===== src/rtl/irq_steer_pkg.sv =====
package irq_steer_pkg;
    localparam int unsigned NUM_SRC = 32;
    localparam int unsigned FAST_N  = 4;
    localparam int unsigned ID_W    = 5;

    typedef enum logic [1:0] {
        GRP_IDLE = 2'd0,
        GRP_PEND = 2'd1,
        GRP_ACK  = 2'd2
    } grp_state_e;
endpackage


===== src/rtl/irq_src_regs.sv =====
module irq_src_regs #(
    parameter int unsigned N = 32
) (
    input  logic         clk,
    input  logic         rst,
    input  logic [N-1:0] wdata,
    input  logic         swi_set,
    input  logic         swi_clr,
    input  logic         en_set,
    output logic [N-1:0] swi_q,
    output logic [N-1:0] en_q
);
    logic [N-1:0] set_mask;
    logic [N-1:0] clr_mask;

    always_comb begin
        set_mask = swi_set ? wdata : '0;
        clr_mask = swi_clr ? wdata : '0;
    end

    // clear applied first, then set, so a set wins on a shared bit
    always_ff @(posedge clk) begin
        if (rst) begin
            swi_q <= '0;
            en_q  <= '0;
        end else begin
            swi_q <= (swi_q & ~clr_mask) | set_mask;
            if (en_set) en_q <= en_q | wdata;
        end
    end

    assert_en_no_clear_R4: assert property (@(posedge clk) disable iff (rst)
        ((en_q & $past(en_q)) == $past(en_q)));

    assert_swi_rise_needs_set_R2: assert property (@(posedge clk) disable iff (rst)
        ((swi_q & ~$past(swi_q)) != '0) |-> $past(swi_set));

    assert_swi_fall_needs_clr_R3: assert property (@(posedge clk) disable iff (rst)
        ((~swi_q & $past(swi_q)) != '0) |-> $past(swi_clr));
endmodule


===== src/rtl/irq_group.sv =====
module irq_group
    import irq_steer_pkg::*;
#(
    parameter int unsigned W     = 4,
    parameter int unsigned BASE  = 0,
    parameter int unsigned IDW   = 5
) (
    input  logic           clk,
    input  logic           rst,
    input  logic [W-1:0]   req_i,
    input  logic           take_i,
    output logic [IDW-1:0] id_o,
    output logic           ack_o
);
    localparam int unsigned IDX_W = (W > 1) ? $clog2(W) : 1;

    grp_state_e state_q;
    grp_state_e state_n;
    logic       any_req;

    assign any_req = |req_i;

    // lowest-numbered active line wins; scanned from the top down
    always_comb begin
        id_o = '0;
        for (int i = W - 1; i >= 0; i--) begin
            if (req_i[i]) id_o = IDW'(BASE + i);
        end
    end

    always_comb begin
        state_n = state_q;
        unique case (state_q)
            GRP_IDLE: if (any_req) state_n = GRP_PEND;
            GRP_PEND: begin
                if (take_i)        state_n = GRP_ACK;
                else if (!any_req) state_n = GRP_IDLE;
            end
            GRP_ACK:  state_n = any_req ? GRP_PEND : GRP_IDLE;
            default:  state_n = GRP_IDLE;
        endcase
    end

    always_ff @(posedge clk) begin
        if (rst) state_q <= GRP_IDLE;
        else     state_q <= state_n;
    end

    always_comb begin
        ack_o = (state_q == GRP_ACK);
    end

    logic [IDX_W-1:0] id_off;
    assign id_off = IDX_W'(id_o - IDW'(BASE));

    assert_ack_single_R8: assert property (@(posedge clk) disable iff (rst)
        ack_o |=> !ack_o);

    assert_ack_after_take_R8: assert property (@(posedge clk) disable iff (rst)
        ack_o |-> $past(take_i));

    assert_no_ack_from_idle_R9: assert property (@(posedge clk) disable iff (rst)
        ack_o |-> ($past(state_q) == GRP_PEND));

    assert_id_points_at_req_R7: assert property (@(posedge clk) disable iff (rst)
        any_req |-> req_i[id_off]);
endmodule


===== src/rtl/irq_steer_top.sv =====
module irq_steer_top
    import irq_steer_pkg::*;
(
    input  logic                 clk,
    input  logic                 rst,
    input  logic [NUM_SRC-1:0]   irq_in,
    input  logic [NUM_SRC-1:0]   reg_wdata,
    input  logic                 swi_set_stb,
    input  logic                 swi_clr_stb,
    input  logic                 en_set_stb,
    input  logic                 fast_take,
    input  logic                 gen_take,
    output logic [NUM_SRC-1:0]   raw_status,
    output logic [NUM_SRC-1:0]   swi_value,
    output logic [NUM_SRC-1:0]   en_value,
    output logic [FAST_N-1:0]    fast_status,
    output logic [NUM_SRC-FAST_N-1:0] gen_status,
    output logic [ID_W-1:0]      fast_id,
    output logic [ID_W-1:0]      gen_id,
    output logic                 fast_ack,
    output logic                 gen_ack
);
    localparam int unsigned GEN_N = NUM_SRC - FAST_N;

    logic [NUM_SRC-1:0] masked;

    irq_src_regs #(.N(NUM_SRC)) u_regs (
        .clk     (clk),
        .rst     (rst),
        .wdata   (reg_wdata),
        .swi_set (swi_set_stb),
        .swi_clr (swi_clr_stb),
        .en_set  (en_set_stb),
        .swi_q   (swi_value),
        .en_q    (en_value)
    );

    always_comb begin
        raw_status  = irq_in | swi_value;
        masked      = raw_status & en_value;
        fast_status = masked[FAST_N-1:0];
        gen_status  = masked[NUM_SRC-1:FAST_N];
    end

    irq_group #(.W(FAST_N), .BASE(0), .IDW(ID_W)) u_fast (
        .clk    (clk),
        .rst    (rst),
        .req_i  (fast_status),
        .take_i (fast_take),
        .id_o   (fast_id),
        .ack_o  (fast_ack)
    );

    irq_group #(.W(GEN_N), .BASE(FAST_N), .IDW(ID_W)) u_gen (
        .clk    (clk),
        .rst    (rst),
        .req_i  (gen_status),
        .take_i (gen_take),
        .id_o   (gen_id),
        .ack_o  (gen_ack)
    );

    assert_mask_gate_R6: assert property (@(posedge clk) disable iff (rst)
        ((({gen_status, fast_status}) & ~en_value) == '0));

    assert_raw_covers_swi_R1: assert property (@(posedge clk) disable iff (rst)
        ((raw_status & swi_value) == swi_value));
endmodule


===== config.mk =====
export PLATFORM = sky130hd
export DESIGN_NAME = irq_steer_top
export DESIGN_NICKNAME = d
export VERILOG_FILES = /design/src/rtl/irq_steer_pkg.sv /design/src/rtl/irq_src_regs.sv /design/src/rtl/irq_group.sv /design/src/rtl/irq_steer_top.sv
export SDC_FILE = /design/constraint.sdc
export NUM_CORES = 1
export LEC_CHECK = 0
export BUFFER_PORTS_ARGS = -buffer_cell sky130_fd_sc_hd__buf_2
export CAP_MARGIN = 30
export CORE_ASPECT_RATIO = 1.75
export CORE_MARGIN = 1
export CORE_UTILIZATION = 42
export CTS_CLUSTER_DIAMETER = 200
export DETAILED_ROUTE_END_ITERATION = 10
export HOLD_SLACK_MARGIN = 0.12
export PLACE_DENSITY = 0.91
export SKIP_CTS_REPAIR_TIMING = 1
export SYNTH_ARGS = -nofsm -noshare
export SYNTH_HDL_FRONTEND = slang
export SYNTH_SLANG_ARGS = --single-unit

===== constraint.sdc =====
create_clock -name clk -period 2 [get_ports clk]
set_input_delay 0.2 -clock clk [delete_from_list [all_inputs] [get_ports clk]]
set_output_delay 0.2 -clock clk [all_outputs]
set_load 0.01 [all_outputs]

# Word-level counts from Yosys, hierarchy flattened
# Cells that the tools add are included.
# word_totals
register_bits	68
input_bits	71
# classes
eq_ne	8
muxes	44
n_bitwise	6
n_reduce_logical	6
# op_table
op	count
5-bit 2-to-1 mux	28
32-bit bitwise OR	3
32-bit AND	2
32-bit 2-to-1 mux	2
32-bit NOT	1
28-bit OR reduction	1
2-bit 2-to-1 mux	10
2-bit case mux with 3 select lines	2
3-bit inequality test, second input constant	2
2-bit by 1-bit == test with 1-bit output, second input constant	2
2-bit == test, second input constant	2
2-bit logical NOT	2
2-bit by 1-bit inequality test with 1-bit output, second input constant	2
2-bit AND reduction	2
4-bit OR reduction	1
1-bit 2-to-1 mux	2

# Logic depth before layout (Yosys ltp)
# Gate-level depths: netlist (run 1).
# depth
depth_word	30
ltp_mapped	6

# Modules after synthesis
# From an unflattened synthesis (run 1), not the netlist that was laid out.
# unflattened
cells_unflattened	388
area_unflattened_um2	3355.7
# modules_own_cells
mod	instances	cells_per_inst	area_each_um2	seq_area_each_um2
irq_src_regs	1	240	2366.0	1281.2
irq_steer_top	1	64	440.4	0.0
irq_group at u_gen	1	68	415.4	40.0
irq_group at u_fast	1	16	133.9	40.0

# Worst setup path after synthesis (run 1)
# No wires, ideal clock.
# synth_path
kind	register to output
from	register u_regs.swi_q[7]
to	output gen_id[1]
t_arrival_ns	1.543
required_time_ns	1.800
slack_ns	0.257
path_stages_with_launch	7
cell_sequence	dfxtp_1 or2_4 and2_4 buf_6 or4_4 nor3_2 a211oi_1
# synth_between
elab_chain_len	6
# synth_rtl
element	line_no	source
start, declared	irq_src_regs.sv:10	output logic [N-1:0] swi_q,
start signal, assigned	irq_src_regs.sv:27	swi_q <= (swi_q & ~clr_mask) | set_mask;
32-bit bitwise OR	irq_steer_top.sv:39	raw_status = irq_in | swi_value;
net raw_status[7]	irq_steer_top.sv:13	output logic [NUM_SRC-1:0] raw_status,
32-bit AND	irq_steer_top.sv:40	masked = raw_status & en_value;
net gen_status[3]	irq_steer_top.sv:17	output logic [NUM_SRC-FAST_N-1:0] gen_status,
5-bit 2-to-1 mux (4 in a row)	irq_group.sv:27	if (req_i[i]) id_o = IDW'(BASE + i);
end, declared	irq_steer_top.sv:19	output logic [ID_W-1:0] gen_id,
# The timed path passes the listed nets, and every way through them passes these cells.

# Worst setup path after layout (run 1)
# layout_path
from	register u_regs.swi_q[6]
to	output gen_id[1]
# layout_between
elab_chain_len	5
# layout_rtl
element	line_no
32-bit bitwise OR	irq_steer_top.sv:39
32-bit AND	irq_steer_top.sv:40
5-bit 2-to-1 mux (3 in a row)	irq_group.sv:27
# Every way passes these cells.

==> impl_metrics.env, run 1 <==
export IMPL_h_tree_depth=3
export IMPL_multi_input_area_sq_um=1700
export IMPL_wl_per_cell_microns=15.2
export IMPL_leakage_nw=2.54
export IMPL_nets=681
export IMPL_start_util_pct=43.2
export IMPL_clock_latency_ns=0.32
export IMPL_fin_ws_ns=-0.160
export IMPL_grt_remaining_overflow=0
export IMPL_grt_pass1_wl_microns=15200
export IMPL_root_buffer="clkbuf_16"
export IMPL_peakVddDrop_mv=0.580
export IMPL_syn_inst=399
export IMPL_clkSlewWorstSetupHoldPaths_ns=0.05
export IMPL_combPwrFrac_pct=22.9
export IMPL_hpwl_microns=7940
export IMPL_min_period_over_period_pct=108
export IMPL_setup_viol=5
export IMPL_netlist_area_sq_um=3100
export IMPL_swShare_pct=28.1
export IMPL_critical_path_cell_chain="or2_1 -> nand2_2 -> inv_2 -> or4_4 -> nor3_2 -> a211oi_1 -> buf_2"
export IMPL_first_pass_iters=5
export IMPL_cp_top_family="simple AND/OR/NAND/NOR gates"
export IMPL_slew_headroom_pct=54.3
export IMPL_cts_buffers_inserted=9
export IMPL_drt_iter0_drc=216
export IMPL_skew_ns=0.00737
export IMPL_core_sq_um=7180
export IMPL_timing_fmax_ghz=0.463
export IMPL_antenna_found_initial=0
export IMPL_dp_slack_ns=-0.0494
export IMPL_cp_max_fo=5
export IMPL_final_cells=699
export IMPL_power_frac_seq_pct=39.8
export IMPL_placed_cells=684
export IMPL_die_y_microns=116
export IMPL_yosysSeqAreaShare_pct=43.9
export IMPL_cts_buffer_depth=2
export IMPL_boundaryPins=211
export IMPL_crit_path_start_kind="flip-flop"
export IMPL_wl_microns=10600
export IMPL_p_sw_mw=1.08
export IMPL_hold_class="input port to flip-flop"
export IMPL_avgSynthCellArea_sq_um=7.77
export IMPL_synth_edf_count=0
export IMPL_grt_max_degree=33
export IMPL_ff_latch_area_sq_um=1360
export IMPL_timing_rr_start="u_regs.swi_q[29]$_SDFF_PP0_"
export IMPL_synth_flop_cell="dfxtp_1"
export IMPL_place_congestion=0.901
export IMPL_num_rows=41
export IMPL_status="complete, but fails checks"
export IMPL_async_flop_share_pct=0
export IMPL_p_total_mw=3.85
export IMPL_drv_cap=0
export IMPL_n_antenna_cell=0
export IMPL_timing_critical_path_buf_inv=2
export IMPL_yosysWarnings=0
export IMPL_hp_start="reg_wdata[0]"
export IMPL_p_int_mw=2.77
export IMPL_rsz0062_at_grt="true"
export IMPL_avgViaCountPerCell=5.34
export IMPL_slew_viol_final=0
export IMPL_grt_usage_pct=26.4
export IMPL_cp_arrival_ns=1.96
export IMPL_clockPowerShare_pct=37.3
export IMPL_die_w_microns=66.9
export IMPL_synth_distinct_cells=44
export IMPL_clock_sinks=68
export IMPL_startpoint="u_regs.swi_q[6]$_SDFF_PP0_"
export IMPL_die_area_sq_um=7740
export IMPL_vias=3735
export IMPL_critical_path_class="flip-flop to output pin"
export IMPL_violations="setup timing"
export IMPL_area_growth_pct=50.0
export IMPL_port_buffers=207
export IMPL_drc_errors=0
export IMPL_tightest_slew_ns=0.686
export IMPL_post_route_min_period_ns=2.16
export IMPL_grt_pass1_vias=3265
export IMPL_finalHoldViolations=0
export IMPL_yosys_register_bits=68
export IMPL_fillCellCount=619
export IMPL_cpMaxStageDelayCell="or4_4"
export IMPL_cts_tree="done"
export IMPL_final_core_util_pct=64.7
export IMPL_required_ns=1.80
export IMPL_slowest_delay_ns=0.53
export IMPL_reg2reg_slack_ns=0.41
export IMPL_postRouteAntennaNets=0
export IMPL_drive_gt1_share_pct=47.6
export IMPL_powerDensity_nw_per_um2=828
export IMPL_endpoint_kind="output pin"
==> metal layers <==
metal	up-vias	share of wire, %	GRT usage [%]
li1	1794	-	-
met1	1760	37	28.4
met2	163	55	46.3
met3	18	5.4	6.89
met4	0	2.3	12.9
met5	-	0	0
==> synthesized netlist by cell type, types with 3 or more instances <==
cell / instances / share of area (%)
inv_2: 3 / 0.36
clkbuf_1: 16 / 1.9
nand2_1: 41 / 5.0
a22oi_1: 32 / 7.8
nor3_1: 3 / 0.48
a211oi_1: 3 / 0.73
buf_4: 3 / 0.73
o21ai_1: 16 / 2.6
o21ai_0: 5 / 0.81
or2_1: 5 / 1.0
inv_1: 19 / 2.3
nand4_1: 3 / 0.61
dfxtp_1: 68 / 44
a21oi_1: 35 / 5.7
o21a_1: 9 / 2.2
or2_2: 27 / 5.5
nor2_1: 73 / 8.8
a311oi_1: 3 / 0.85
==> final timing paths <==
path | end | depth (start not counted)
max | gen_id[1] | 7
min | u_regs.en_q[0]$_SDFFE_PP0P_ | 3
max reg2reg | u_gen.state_q[0]$_SDFFE_PP0P_ | 5
min reg2reg | u_gen.state_q[1]$_SDFFE_PP0P_ | 1
==> worst register-to-register path: cells and delay by family, from the launching register on <==
family,cells,cell delay [ns]
buf+inv,1,0.07
flops,1,0.34
compound gates,2,0.31
simple gates,2,0.74
==> sequential cells by signal (all words and copies together) (netlist names) <==
register,flops
u_regs.en_q,32
u_fast.state_q,2
u_regs.swi_q,32
u_gen.state_q,2
==> kinds of logic after synthesis <==
group,count (synthesis),synth area share (%)
other,1,0.121
AND/OR/NAND/NOR,170,26.0
AO/OA/AOI/OAI,118,24.3
buffers and inverters,42,5.69
flip-flops,68,43.9
==> power by group through the flow <==
| stage | Sequential (mW) | Combinational, mW | Clock (mW) |
|---|---|---|---|
| after floorplan | 1.58 | 0.416 | 0 |
| after global placement | 1.54 | 0.805 | 0 |
| after detailed placement | 1.55 | 0.824 | 0 |
| after CTS | 1.52 | 0.829 | 1.47 |
| after global routing | 1.54 | 0.966 | 1.53 |
| final | 1.53 | 0.881 | 1.43 |
==> area by class of cell <==
type                       instances  area share, %
clock buffer                      12           5.73
multi-input combinational        291           36.6
sequential                        68           29.3
tap                               86           2.31
timing repair buffer             218           24.1
clock inverter                     2          0.215
inverter                          22           1.78
==> cell usage in the layout, fill, tap and decap left out, types with 3 or more instances in the layout <==
master / instances
inv_2: 4
a21oi_1: 35
buf_4: 11
or2_2: 27
conb_1: 3
dfxtp_1: 66
nor2_1: 73
inv_1: 18
or2_1: 5
a22oi_1: 32
buf_2: 207
o21a_1: 8
o21ai_4: 3
nand4_1: 3
clkbuf_8: 3
o21ai_2: 10
a211oi_1: 3
nor3_1: 3
nand2_1: 39
clkbuf_16: 9
o21ai_1: 9
==> stage by stage <==
step	hold WS, ns	TNS [ns]	cell area, sq um
6_report	0.143	-0.389	4650
5_1_grt	0.147	-0.915	4650
4_1_cts	0.130	-1.27	4510
3_5_place_dp	0.431	-0.0494	4230
3_3_place_gp	0.425	-0.0474	4230
2_1_floorplan	0.278	0	3110
(Power assumes the default switching activity.)
==> inputs of run 2 (changes only) <==
==> constraint.sdc (replaced) <==
create_clock -name clk -period 2 [get_ports clk]
set_input_delay 0.3 -clock clk [delete_from_list [all_inputs] [get_ports clk]]
set_output_delay 0.3 -clock clk [all_outputs]
set_load 0.01 [all_outputs]
==> run 2 against run 1 <==
Against the previous run:
- the flow still finishes with violations (setup timing)
- worst setup slack worse by 0.063 ns
- sequential power is essentially flat
- flip-flop and latch count unchanged
- wire length increased by 4.2%
- combinational power up 3.5%
- via count is 2.6% higher
- clock skew up 0.0012 ns
- cell count up 2.6%
- count of clock-buffer cells in the layout increased by 2
- core utilization grew 2.1 points
- clock power increased by 12%
- global-route usage rose by 1.8 points
- critical path type unchanged
- largest cell class unchanged
==> impl_metrics.env, run 2 (synthesis gave the netlist of run 1 again) <==
export IMPL_status="complete, but fails checks"
export IMPL_violations="setup timing"
export IMPL_hold_class="input port to flip-flop"
export IMPL_grt_max_degree=33
export IMPL_die_area_sq_um=7740
export IMPL_drt_iter0_drc=211
export IMPL_wl_met3_microns=579
export IMPL_ff_latch_area_sq_um=1370
export IMPL_placedInstanceArea_sq_um=4370
export IMPL_wl_per_cell_microns=15.4
export IMPL_place_congestion=0.898
export IMPL_required_ns=1.70
export IMPL_timing_fmax_ghz=0.450
export IMPL_start_util_pct=43.2
export IMPL_setup_viol=5
export IMPL_root_buffer="clkbuf_16"
export IMPL_layout_commonest_cell="buf_2"
export IMPL_drive_gt1_share_pct=48.7
export IMPL_cp_max_fo=3
export IMPL_drv_cap=0
export IMPL_design_area_sq_um=4800
export IMPL_ff2ff_path_depth=5
export IMPL_grt_usage_pct=28.1
export IMPL_cts_buffers_inserted=9
export IMPL_postRouteAntennaNets=0
export IMPL_clock_sinks=68
export IMPL_peakVddDrop_mv=0.629
export IMPL_port_buffers=207
export IMPL_cts_buffer_depth=2
export IMPL_nets=698
export IMPL_tightest_slew_ns=0.700
export IMPL_avgViaCountPerCell=5.34
export IMPL_wl_met2_microns=6010
export IMPL_antenna_found_initial=0
export IMPL_endpoint_kind="output pin"
export IMPL_critical_path_class="flip-flop to output pin"
export IMPL_top_regs="u_regs.en_q x32, u_regs.swi_q x32"
export IMPL_slew_headroom_pct=53.3
export IMPL_crit_path_start_kind="flip-flop"
export IMPL_boundaryPins=211
export IMPL_top_layer_used="met4"
export IMPL_clkSlewWorstSetupHoldPaths_ns=0.05
export IMPL_grt_remaining_overflow=0
export IMPL_h_tree_depth=3
export IMPL_cts_tree="done"
export IMPL_die_y_microns=116
export IMPL_min_period_over_period_pct=111
export IMPL_leakage_nw=2.63
export IMPL_area_growth_pct=54.7
export IMPL_drc_errors=0
export IMPL_num_rows=41
export IMPL_vias=3831
export IMPL_n_antenna_cell=0
export IMPL_final_cell_mix="207 x buf_2, 73 x nor2_1, 65 x dfxtp_1"
export IMPL_dp_slack_ns=-0.220
export IMPL_hpwl_microns=8240
export IMPL_clock_latency_ns=0.32
export IMPL_finalHoldViolations=0
export IMPL_fin_ws_ns=-0.223
export IMPL_powerDensity_nw_per_um2=842
export IMPL_skew_ns=0.00854
export IMPL_rsz0062_at_grt="true"
export IMPL_core_sq_um=7180
export IMPL_slew_viol_final=0
export IMPL_first_pass_iters=5
export IMPL_die_w_microns=66.9
export IMPL_cp_arrival_ns=1.92
export IMPL_wl_met1_microns=4100
export IMPL_post_route_min_period_ns=2.22
export IMPL_grt_pass1_vias=3538
export IMPL_fillCellCount=600
export IMPL_grt_pass1_wl_microns=16200
export IMPL_multi_input_area_sq_um=1680
export IMPL_hold_depth=3
export IMPL_wl_microns=11100
run 2: cell type report:
cell class	instances	area share, %
Clock buffer	14	5.71
Clock inverter	1	0.626
Inverter	22	1.72
Multi-Input combinational cell	291	35.0
Sequential cell	68	28.5
Tap cell	86	2.24
Timing Repair Buffer	235	26.2
run 2: per-stage QoR:
| stage | instances | power, mW | hold slack [ns] | setup TNS (ns) | util [%] |
|---|---|---|---|---|---|
| 2_1_floorplan | 401 | 1.99 | 0.378 | 0 | - |
| 3_3_place_gp | 701 | 2.38 | 0.425 | -0.184 | 60.9 |
| 3_5_place_dp | 701 | 2.41 | 0.432 | -0.451 | 60.9 |
| 4_1_cts | 716 | 4.02 | 0.229 | -1.72 | 65.1 |
| 5_1_grt | 717 | 4.23 | 0.247 | -1.35 | 66.8 |
| 6_report | 717 | 4.04 | 0.240 | -0.888 | 66.8 |
run 2: worst max-delay path, stage by stage, from the launching register on:
cell and delay, ns:
dfxtp_1 0.34, or2_4 0.24, and2_4 0.17, or4_4 0.50
nor3_2 0.13, a211oi_1 0.07, buf_2 0.15
run 2: report_power, final:
group,switching [mW],internal [mW],total (mW)
clock,0.537,1.06,1.60
combinational,0.493,0.419,0.912
sequential,0.0804,1.45,1.53
total,1.11,2.93,4.04
run 2: worst paths after layout:
kind,from,endpoint,slack [ns]
worst max-delay path,u_regs.swi_q[7]$_SDFF_PP0_,gen_id[1],-0.22
worst min-delay path,reg_wdata[30],u_regs.en_q[30]$_SDFFE_PP0P_,0.24
worst max register to register,u_regs.swi_q[28]$_SDFF_PP0_,u_gen.state_q[0]$_SDFFE_PP0P_,0.39
worst min register to register,u_gen.state_q[1]$_SDFFE_PP0P_,u_gen.state_q[1]$_SDFFE_PP0P_,0.45
run 2: metal layers:
metal | GRT usage (%) | vias up
li1 | - | 1818
met1 | 29.2 | 1805
met2 | 49.4 | 178
met3 | 7.28 | 30
met4 | 16.9 | 0
met5 | 0 | -
